--- src/rtl/pft_pkg.sv ---
package pft_pkg;
    localparam int THR_W       = 9;
    localparam int XOFF_LSB    = 0;
    localparam int XON_LSB     = 12;
    localparam int QUANT_SHIFT = 6;
    localparam int LIM_W       = THR_W + QUANT_SHIFT;
    localparam logic [THR_W-1:0] THR_MAX = 9'h06F;

    typedef enum logic {
        ST_FLOWING = 1'b0,
        ST_HELD    = 1'b1
    } flow_st_e;

    typedef struct packed {
        logic above_hi;
        logic below_lo;
    } level_t;

    function automatic logic [THR_W-1:0] clamp_thr(input logic [THR_W-1:0] v);
        return (v > THR_MAX) ? THR_MAX : v;
    endfunction
endpackage

--- src/rtl/pft_thr_decode.sv ---
module pft_thr_decode
    import pft_pkg::*;
(
    input  logic [THR_W-1:0] field,
    output logic [LIM_W-1:0] limit_bytes
);
    logic [THR_W-1:0] clamped;

    always_comb begin
        clamped     = clamp_thr(field);
        limit_bytes = {clamped, {QUANT_SHIFT{1'b0}}};
    end
endmodule

--- src/rtl/pft_level_cmp.sv ---
module pft_level_cmp
    import pft_pkg::*;
#(
    parameter int OCC_W = 14
) (
    input  logic [OCC_W-1:0] occ,
    input  logic [LIM_W-1:0] hi_lim,
    input  logic [LIM_W-1:0] lo_lim,
    output level_t           lvl
);
    localparam int CW = (OCC_W > LIM_W) ? OCC_W : LIM_W;

    logic [CW-1:0] occ_x;
    logic [CW-1:0] hi_x;
    logic [CW-1:0] lo_x;

    always_comb begin
        occ_x = CW'(occ);
        hi_x  = CW'(hi_lim);
        lo_x  = CW'(lo_lim);
        lvl.above_hi = occ_x > hi_x;
        if (lo_x == '0) begin
            lvl.below_lo = (occ_x == '0);
        end else begin
            lvl.below_lo = occ_x < lo_x;
        end
    end
endmodule

--- src/rtl/pft_req_ctrl.sv ---
module pft_req_ctrl
    import pft_pkg::*;
#(
    parameter int PT_W = 16
) (
    input  logic            clk,
    input  logic            rst,
    input  level_t          lvl,
    input  logic [PT_W-1:0] ptime,
    input  logic            ack,
    output logic            req,
    output logic [PT_W-1:0] quanta,
    output flow_st_e        state
);
    logic go_hold;
    logic go_flow;

    always_comb begin
        go_hold = (state == ST_FLOWING) && lvl.above_hi;
        go_flow = (state == ST_HELD) && lvl.below_lo;
    end

    always_ff @(posedge clk) begin
        if (rst) begin
            state  <= ST_FLOWING;
            req    <= 1'b0;
            quanta <= '0;
        end else if (go_hold) begin
            state  <= ST_HELD;
            req    <= 1'b1;
            quanta <= ptime;
        end else if (go_flow) begin
            state  <= ST_FLOWING;
            req    <= 1'b1;
            quanta <= '0;
        end else if (ack) begin
            req    <= 1'b0;
        end
    end
endmodule

--- src/rtl/fifo_pause_trigger.sv ---
module fifo_pause_trigger
    import pft_pkg::*;
#(
    parameter int OCC_W = 14,
    parameter int CFG_W = 32,
    parameter int PT_W  = 16
) (
    input  logic             clk,
    input  logic             rst,
    input  logic [OCC_W-1:0] occ_bytes,
    input  logic [CFG_W-1:0] thr_cfg,
    input  logic [PT_W-1:0]  pause_time_cfg,
    input  logic             snd_ack,
    output logic             pause_req,
    output logic [PT_W-1:0]  pause_quanta
);
    localparam int NUM_THR = 2;
    localparam logic [CFG_W-1:0] FIELD_ONES = CFG_W'((1 << THR_W) - 1);
    localparam logic [CFG_W-1:0] USED_MASK  =
        (FIELD_ONES << XOFF_LSB) | (FIELD_ONES << XON_LSB);

    logic [LIM_W-1:0] lim [NUM_THR];
    level_t           lvl;
    flow_st_e         flow_state;
    logic             paused_q;
    logic             unused_cfg;

    assign unused_cfg = ^(thr_cfg & ~USED_MASK);

    // index 0: high-water (XOFF) field, index 1: low-water (XON) field
    for (genvar g = 0; g < NUM_THR; g++) begin : g_thr
        localparam int FLD_LSB = (g == 0) ? XOFF_LSB : XON_LSB;
        pft_thr_decode u_dec (
            .field      (thr_cfg[FLD_LSB +: THR_W]),
            .limit_bytes(lim[g])
        );
    end

    pft_level_cmp #(.OCC_W(OCC_W)) u_cmp (
        .occ   (occ_bytes),
        .hi_lim(lim[0]),
        .lo_lim(lim[1]),
        .lvl   (lvl)
    );

    pft_req_ctrl #(.PT_W(PT_W)) u_ctrl (
        .clk   (clk),
        .rst   (rst),
        .lvl   (lvl),
        .ptime (pause_time_cfg),
        .ack   (snd_ack),
        .req   (pause_req),
        .quanta(pause_quanta),
        .state (flow_state)
    );

    assign paused_q = (flow_state == ST_HELD);
endmodule

--- config.mk ---
export PLATFORM = sky130hd
export DESIGN_NAME = fifo_pause_trigger
export DESIGN_NICKNAME = d
export VERILOG_FILES = /design/src/rtl/pft_pkg.sv /design/src/rtl/pft_thr_decode.sv /design/src/rtl/pft_level_cmp.sv /design/src/rtl/pft_req_ctrl.sv /design/src/rtl/fifo_pause_trigger.sv
export SDC_FILE = /design/constraint.sdc
export NUM_CORES = 1
export LEC_CHECK = 0
export ABC_AREA = 1
export BUFFER_PORTS_ARGS = -buffer_cell sky130_fd_sc_hd__buf_2
export CORE_ASPECT_RATIO = 0.8
export CORE_MARGIN = 1
export CORE_UTILIZATION = 46
export CTS_CLUSTER_DIAMETER = 100
export CTS_CLUSTER_SIZE = 40
export DETAILED_ROUTE_END_ITERATION = 12
export MAX_ROUTING_LAYER = met4
export PLACE_DENSITY = 0.93
export SYNTH_ARGS = -nofsm -noshare
export SYNTH_HDL_FRONTEND = slang
export SYNTH_SLANG_ARGS = --single-unit
export TNS_END_PERCENT = 30
--- constraint.sdc ---
create_clock -name clk -period 2.7 [get_ports clk]
set_input_delay 0.27 -clock clk [delete_from_list [all_inputs] [get_ports clk]]
set_output_delay 0.27 -clock clk [all_outputs]
set_load 0.02 [all_outputs]
==> Yosys cells after proc, flatten, opt, wreduce, memory -nomap -nowiden <==
Index checks and enable logic that the tools add are counted.
Widths: inputs -> output; s select.
{ "classes": {"n_addsub": 0, "multipliers": 0, "div_mod_pow": 0, "magnitude_cmp": 4, "eq_ne": 0, "n_shift": 0, "mux": 10, "n_bitwise": 1, "reduce_logical": 6} }
{ "ops": {"columns": ["cell", "count"], "rows": [
  ["$mux 16", 2],
  ["$gt 9x7->1 const B", 2],
  ["$mux 9", 2],
  ["$gt 14x15->1", 1],
  ["$logic_not 15->1", 1],
  ["$lt 14x15->1", 1],
  ["$logic_not 14->1", 1],
  ["$mux 1", 6],
  ["$reduce_bool 3->1", 1],
  ["$logic_and 1x1->1", 2],
  ["$reduce_bool 2->1", 1],
  ["$not 1->1", 1]
]} }
{ "totals": {"register_bits": 18, "latch_bits": 0, "ram_bits": 0, "romBits": 0, "inputBits": 65, "out_inout_bits": 17, "wordCells": 24, "memories": 0} }

==> Depth between registers and ports, before layout <==
Gate-level depths: netlist of the first run.
{ "depth": {"ltp_word": 7, "ltp_mapped": 15, "ltp_nobuf": 15} }

==> Modules after synthesis <==
From an unflattened synthesis of the first run, not the netlist that was laid out.
{ "hier_totals": {"cells_unflattened": 298, "area_unflattened_um2": 1946.9} }
{ "modules_own_cells": {"columns": ["module", "instances", "cells_per_inst", "area_per_inst_um2"], "rows": [
  ["pft_level_cmp", 1, 163, 905.9],
  ["pft_req_ctrl", 1, 83, 730.7],
  ["pft_thr_decode", 2, 26, 155.1]
]} }

==> Worst setup path after synthesis of the first run <==
OpenSTA, ideal clock, no wires.
{ "synth_path": {"path_type": "input -> register", "start": "input thr_cfg[7]", "end": "register u_ctrl.quanta[0]", "arrival_ps": 1775, "required_ps": 2557, "setup_slack_ps": 782, "path_stages": 12, "cell_sequence": "nor2_1 -> nand2_1 -> or2_2 -> ha_1 -> inv_1 -> nor2_1 -> nand4_1 -> nand3_2 -> inv_4 -> buf_6 -> nand2_1 -> a21oi_2"} }
{ "synth_between": {"elab_chain_len": 5, "elab_cells_between_ends": 6} }
{ "synth_lines": {"columns": ["item", "line", "text"], "rows": [
  ["from (decl)", "fifo_pause_trigger.sv:11", "input logic [CFG_W-1:0] thr_cfg,"],
  ["$gt 9x7->1", "pft_pkg.sv:20", "return (v > THR_MAX) ? THR_MAX : v;"],
  ["$mux 9 (*)", "pft_pkg.sv:20", null],
  ["$gt 14x15->1 (*)", "pft_level_cmp.sv:21", "lvl.above_hi = occ_x > hi_x;"],
  ["$logic_and 1x1->1 (*)", "pft_req_ctrl.sv:19", "go_hold = (state == ST_FLOWING) && lvl.above_hi;"],
  ["$mux 16 or $reduce_bool 2->1 (tied branches)", null, null],
  ["to (signal assigned)", "pft_req_ctrl.sv:31", "quanta <= ptime;"],
  ["to (decl)", "pft_req_ctrl.sv:12", "output logic [PT_W-1:0] quanta,"]
]} }
Mark *: on every way between the ends. The rest lies on a longest branch, timed or not.
A chain may end at the register's enable or synchronous reset.

==> Final worst setup path of the first run <==
{ "layout_path": {"start": "input thr_cfg[7]", "end": "register u_ctrl.quanta[2]"} }
Same word-level chain as after synthesis.

==> reports/results.tsv, run 1 <==
metric	value	unit
Synth Area in Compound Gates	13.6	%
post-detail-place hpwl	2.48	mm
Horiz. Die Dim	62.3	um
clk root buf	clkbuf_4	
PostCTS Resize Cnt	0	
fmax	489	MHz
Die Y	50.2	um
Synth Area in Simple Gates	37.9	%
initial antenna violation count	0	
CTS Buffer Depth	2	
final layout net count	324	
WL final	3.02	mm
Setup CP Type	primary input to flip-flop	
vias per std cell	4.78	
Yosys Warn Count	0	
xor/xnor cell area share of the yosys netlist	0	%
PortBufs	67	
Syn Area/Cell	7.69	um^2
grt ovf	0	
Starting Density	48.4	%
r2r setup slk	1460	ps
RSZ-0062 raised after global routing	false	
Synth Area in Adders	14.0	%
first-pass GRT wire length	5.15	mm
clk_lat worst skew	290	ps
die area	0.00313	mm^2
worst hold start	pause_time_cfg[7]	
drt drc	0	
Fin. Hold Viols	0	
core area	0.00277	mm^2
crit path max fanout	10	
Clock Skews	5.98	ps
gpl congestion	0.888	
CP Data Required Time	2920	ps
remaining antenna violation count	0	
Tot GR Track Use	21.2	%
Worst EP arrival	2270	ps
CP peak stage delay	330	ps
# setup viols final	0	
Hold Path Depth	3	
Pleak	0.873	nW
pre-CTS WS	366	ps
Slew Viols, Final	0	
CTS buffer count	3	
1st-pass router iterations	4	
area taken by multi-input logic gates	883	um^2
Layout area overhead	28.7	%
crit-path cells	buf_2, nor2_1, nand2_1, or2_2, ha_1, inv_1, nor2_1, nand4_1, nand3_2, buf_4, nand3_2, a21oi_2	
FF+latch area	360	um^2
mapped cell area	0.00134	mm^2
Fin Setup TNS	0	ps
via count	1344	
largest net degree at the start of global routing	19	
period utilization	75.8	%
RR Startpoint	u_ctrl.state	
utilization after layout	62.3	%
Worst Hold End	u_ctrl.quanta[7]	
endpoint class of the critical path	flip-flop	
Synth Instances	174	
Seq/Total Area, Yosys	26.9	%
main combinational cell family by area after synthesis	simple AND/OR/NAND/NOR gates	
CP startpoint kind	primary input	
min cycle time layout	2050	ps
clock transition at the registers of the reported paths	100	ps
I/O Pins	82	
fraction of layout cells with a size suffix above 1	43.6	%
n_diodes	0	
worst hold path class	primary input to flip-flop	
fill cell total of the finished layout	262	
max-cap viol count	0	
Yosys reg bits	18	
mux cell area share after synthesis	0	%
status	complete, no violations	
Iter 0 DRT Violations	61	
Synth cell types	29	
Cell Rows	17	
slowest CP cell	or2_2	
Routed wire per std cell	10.7	um
Final WS setup	653	ps
clk sinks	18	
Hold Buf Count CTS	0	
Max IR drop VDD	296	uV
CTS tree	done	
pwr dens	399	mW/mm^2
vias in the first global route	1200	
CTS H-tree depth	1	
Reg2Reg Depth	5	
post-CTS setup buffer count	0	
R2R Path End	u_ctrl.quanta[2]	
==> state kept, by name, indices dropped and copies added, names as in the netlist <==
register,cells
u_ctrl.quanta,16
u_ctrl.req,1
u_ctrl.state,1
==> worst max-delay path, delay by kind of cell <==
family / cells / cell delay [ps]
compound gates: 1 / 130
fa+ha+maj: 1 / 270
buf+inv: 3 / 370
simple gates: 7 / 1240
==> power breakdown <==
part           leakage (nW)  switching (mW)  total, mW  internal, mW
sequential            0.147          0.0117      0.298         0.286
combinational         0.705           0.138      0.228        0.0906
clock                0.0210          0.0784      0.160        0.0821
total                 0.873           0.228      0.687         0.459
==> through the flow <==
stage	hold WS [ps]	cell area, um^2	power (mW)	std cells
floorplan	418	1340	0.458	175
global placement	459	1690	0.527	277
detailed placement	463	1690	0.533	277
CTS	207	1720	0.695	281
global route	196	1720	0.742	281
finish	218	1720	0.687	281
==> how the worst max path moves through the flow <==
| stage | start | depth (start not counted) | to |
|---|---|---|---|
| 2_1_floorplan | thr_cfg[7] | 12 | u_ctrl.quanta[0] |
| 3_3_place_gp | thr_cfg[7] | 12 | u_ctrl.quanta[4] |
| 3_5_place_dp | thr_cfg[7] | 12 | u_ctrl.quanta[6] |
| 4_1_cts | thr_cfg[7] | 12 | u_ctrl.quanta[2] |
| 5_1_grt | thr_cfg[7] | 12 | u_ctrl.quanta[11] |
| 6_report | thr_cfg[7] | 12 | u_ctrl.quanta[2] |
==> cell type report <==
cell class | count | area share (%)
inverters | 11 | 2.54
clock buffers | 4 | 2.11
well taps | 38 | 2.76
multi-input cells | 141 | 51.3
repair buffers | 69 | 20.3
flip-flops and latches | 18 | 20.9
==> cells in the mapped netlist <==
cell,count,area share [%]
nor2_2,3,1.4
buf_12,1,1.5
nand3b_1,1,0.56
nand2_1,34,9.5
dfxtp_1,18,27
or2_2,1,0.47
and2_1,1,0.47
clkbuf_1,1,0.28
nand4_1,2,0.94
nand3_1,14,5.2
nor2_4,2,1.7
buf_8,1,1.1
nand2_4,1,0.84
buf_6,1,0.84
clkinv_1,1,0.28
nand2_2,2,0.94
a21oi_1,12,4.5
nand3_2,12,9.0
inv_1,9,2.5
ha_1,15,14
a21o_1,1,0.56
buf_1,1,0.28
inv_4,1,0.47
o21bai_1,1,0.56
conb_1,1,0.28
a21oi_2,11,7.2
o21ai_1,2,0.75
nor3_1,1,0.37
nor2_1,23,6.5
==> metal layers <==
metal | GRT usage [%] | vias to the layer above | routed length (um)
met2 | 33.9 | 33 | 1390
met5 | - | - | 0
li1 | - | 719 | -
met4 | 4.26 | 0 | 18
met3 | 4.32 | 2 | 163
met1 | 27.9 | 590 | 1450
==> cell usage in the layout, fill, tap and decap left out, drive strengths merged, types with 2 or more instances in the layout <==
cell	n
inv	10
dfxtp	18
nand4	2
o21ai	2
conb	2
nand3	26
nor2	28
buf	69
a21oi	23
ha	15
clkbuf	4
nand2	37
==> kinds of logic (layout without fill, tap and decap cells) <==
group / after synthesis / after routing
other cells: 1 / 2
simple gates: 97 / 97
flops: 18 / 18
buf+inv: 16 / 84
fa+ha+maj: 15 / 15
compound gates: 27 / 27
(Power assumes the default switching activity.)
==> run 2: changes to the inputs <==
--- a/config.mk
+++ b/config.mk
@@ -5,16 +5,16 @@
 export SDC_FILE = /design/constraint.sdc
 export NUM_CORES = 1
 export LEC_CHECK = 0
-export ABC_AREA = 1
+export ABC_AREA = 0
 export BUFFER_PORTS_ARGS = -buffer_cell sky130_fd_sc_hd__buf_2
 export CORE_ASPECT_RATIO = 0.8
 export CORE_MARGIN = 1
-export CORE_UTILIZATION = 46
+export CORE_UTILIZATION = 37
 export CTS_CLUSTER_DIAMETER = 100
 export CTS_CLUSTER_SIZE = 40
 export DETAILED_ROUTE_END_ITERATION = 12
 export MAX_ROUTING_LAYER = met4
-export PLACE_DENSITY = 0.93
+export PLACE_DENSITY = 0.84
 export SYNTH_ARGS = -nofsm -noshare
 export SYNTH_HDL_FRONTEND = slang
 export SYNTH_SLANG_ARGS = --single-unit
==> constraint.sdc (replaced) <==
create_clock -name clk -period 1.8 [get_ports clk]
set_input_delay 0.18 -clock clk [delete_from_list [all_inputs] [get_ports clk]]
set_output_delay 0.18 -clock clk [all_outputs]
set_load 0.02 [all_outputs]
==> reports/results.tsv, run 2 <==
metric	value	unit
I/O Pins	82	
Synth Area in Adders	16.0	%
Pleak	0.929	nW
pwr dens	609	mW/mm^2
commonest cells after routing, fill and taps aside	buf_2 (66), dfxtp_1 (18), buf_4 (16)	
Synth area leaders	dfxtp_1 (31%), ha_1 (16%), a32o_1 (7.7%)	
Clk pwr share	24.6	%
Post-synth EDFFs	0	
WL final	3.01	mm
largest net degree at the start of global routing	18	
Final WS setup	-275	ps
most common cell after layout, fill and taps aside	buf_2	
PortBufs	67	
post-route total power	1.09	mW
Synth Instances	119	
r2r setup slk	370	ps
sequential share of power	41.4	%
fmax	482	MHz
crit path max fanout	9	
P_int	0.771	mW
CTS H-tree depth	1	
final layout net count	288	
Worst EP arrival	2220	ps
Hold Path Depth	2	
area taken by multi-input logic gates	777	um^2
Reg2Reg Depth	5	
Seq/Total Area, Yosys	30.8	%
net load switching power	0.323	mW
grt ovf	0	
Starting Density	40.7	%
remaining antenna violation count	0	
Routed wire per std cell	12.3	um
Combinational Power Share	34.0	%
main combinational cell family by area after synthesis	compound AO/OA/AOI/OAI gates	
Setup CP Type	primary input to flip-flop	
first-pass GRT wire length	4.96	mm
clk root buf	clkbuf_8	
CTS buffer count	3	
endpoint class of the critical path	flip-flop	
CP peak stage delay	380	ps
fraction of layout cells with a size suffix above 1	53.9	%
hold_ws	126	ps
core area	0.00287	mm^2
Syn Area/Cell	9.83	um^2
CP Data Required Time	1940	ps
placed cell area	0.00169	mm^2
clk_lat worst skew	250	ps
Clock Skews	2.24	ps
Reg with most FFs	u_ctrl.quanta	
failing checks	setup timing	
Largest regs	u_ctrl.quanta: 16 flops, u_ctrl.req: 1 flops, u_ctrl.state: 1 flops	
crit-path cells	buf_6, a311o_1, inv_1, nand2_1, ha_1, nand3_1, or2_1, or3_4, o211a_4, buf_12, a32o_2	
area share of the largest cell type after synthesis	30.8	%
Fin. Hold Viols	0	
max-cap viol count	0	
Slew Viols, Final	0	
Synth cell types	33	
CTS Buffer Depth	2	
RSZ-0062 raised after global routing	true	
Synth Area in Compound Gates	28.1	%
via count	1273	
vias in the first global route	1171	
Die Y	52.3	um
worst hold path class	primary input to flip-flop	
Synth Area in Simple Gates	19.3	%
slowest CP cell	a311o_1	
Iter 0 DRT Violations	51	
die area	0.00339	mm^2
vias per std cell	5.22	
cell accounting for the most synthesized area	dfxtp_1	
Horiz. Die Dim	64.9	um
mux cell area share after synthesis	0	%
clk sinks	18	
post-detail-place hpwl	2.44	mm
Synth top cells by count	dfxtp_1 (18), ha_1 (15), a32o_1 (9), nor2_1 (9)	
CTS tree	done	
Yosys Warn Count	0	
max reg flops	16	
most common cell in the netlist	dfxtp_1	
FF+latch area	360	um^2
xor/xnor cell area share of the yosys netlist	0	%
Yosys reg bits	18	
clock transition at the registers of the reported paths	60	ps
Fin Setup TNS	-4570	ps
Tot GR Track Use	19.5	%
gpl congestion	0.774	
initial antenna violation count	0	
Layout area overhead	53.7	%
FFs w/ async S/R, synth	0	%
Max IR drop VDD	423	uV
fill cell total of the finished layout	244	
mapped cell area	0.00117	mm^2
Cell Rows	17	
drt drc	0	
min cycle time layout	2070	ps
Hold Buf Count CTS	0	
fin area	0.00180	mm^2
CP startpoint kind	primary input	
status	finished with violations	
Synth Flop Type	dfxtp_1	
n_diodes	0	
Net Sw Frac	29.5	%
1st-pass router iterations	4	
period utilization	115	%
# setup viols final	18	
run 2: cell types whose count changed after synthesis, sizes merged, moves of 4 or more:
cell and change:
a32o +16, nor4 +4, nand3 -20, nor3 +4, inv -4, a21oi -16, nand2 -29, nor2 -19
run 2: cell type report:
type                    instances  share of cell area, %
multi-input cells              92                   43.2
flip-flops and latches         18                   20.0
inverters                       6                   1.25
repair buffers                 87                   30.5
well taps                      38                   2.64
clock buffers                   3                   2.30
run 2: stage by stage:
step,setup slack (ps),util (%),instances
floorplan,-439,-,120
finish,-275,62.6,244
global placement,-516,58.8,239
global route,-384,62.6,244
CTS,-286,62.0,244
detailed placement,-588,58.8,239
run 2: worst max-delay path: cells and delay by family:
family	cells	cell delay [ps]
buffers and inverters	3	300
adder cells (fa/ha/maj)	1	280
AO/OA/AOI/OAI	3	770
AND/OR/NAND/NOR	4	670
run 2: power by group through the flow:
stage	clock network, mW	logic [mW]	registers (mW)
final	0.269	0.372	0.453
after global routing	0.296	0.406	0.458
after global placement	0	0.342	0.459
after floorplan	0	0.146	0.499
after CTS	0.270	0.367	0.453
after detailed placement	0	0.349	0.462
run 2: timing repair:
action,CTS,global route
cloned,1,0
endpoints found under the setup margin,18,18
resized for setup,5,2
pin swaps,3,3
buffers inserted,1,0
run 2: cell families (layout without fill, tap and decap cells):
| family | Yosys count | in the layout |
|---|---|---|
| AO/OA/AOI/OAI | 36 | 36 |
| buffers and inverters | 10 | 96 |
| adder cells (fa/ha/maj) | 15 | 15 |
| other | 1 | 2 |
| flip-flops | 18 | 18 |
| AND/OR/NAND/NOR | 39 | 39 |
run 2: worst paths after layout:
kind,start,to
setup / recovery,thr_cfg[4],u_ctrl.quanta[7]
hold reg to reg,u_ctrl.quanta[3],u_ctrl.quanta[3]
hold / removal,rst,u_ctrl.req
setup reg to reg,u_ctrl.state,u_ctrl.quanta[1]
run 2: per-layer routing:
layer	GRT usage [%]	part of all wire, %	up-vias
met5	-	0	-
li1	-	-	639
met1	23.2	45	591
met3	5.00	7.2	2
met4	3.33	0.27	0
met2	33.9	47	41
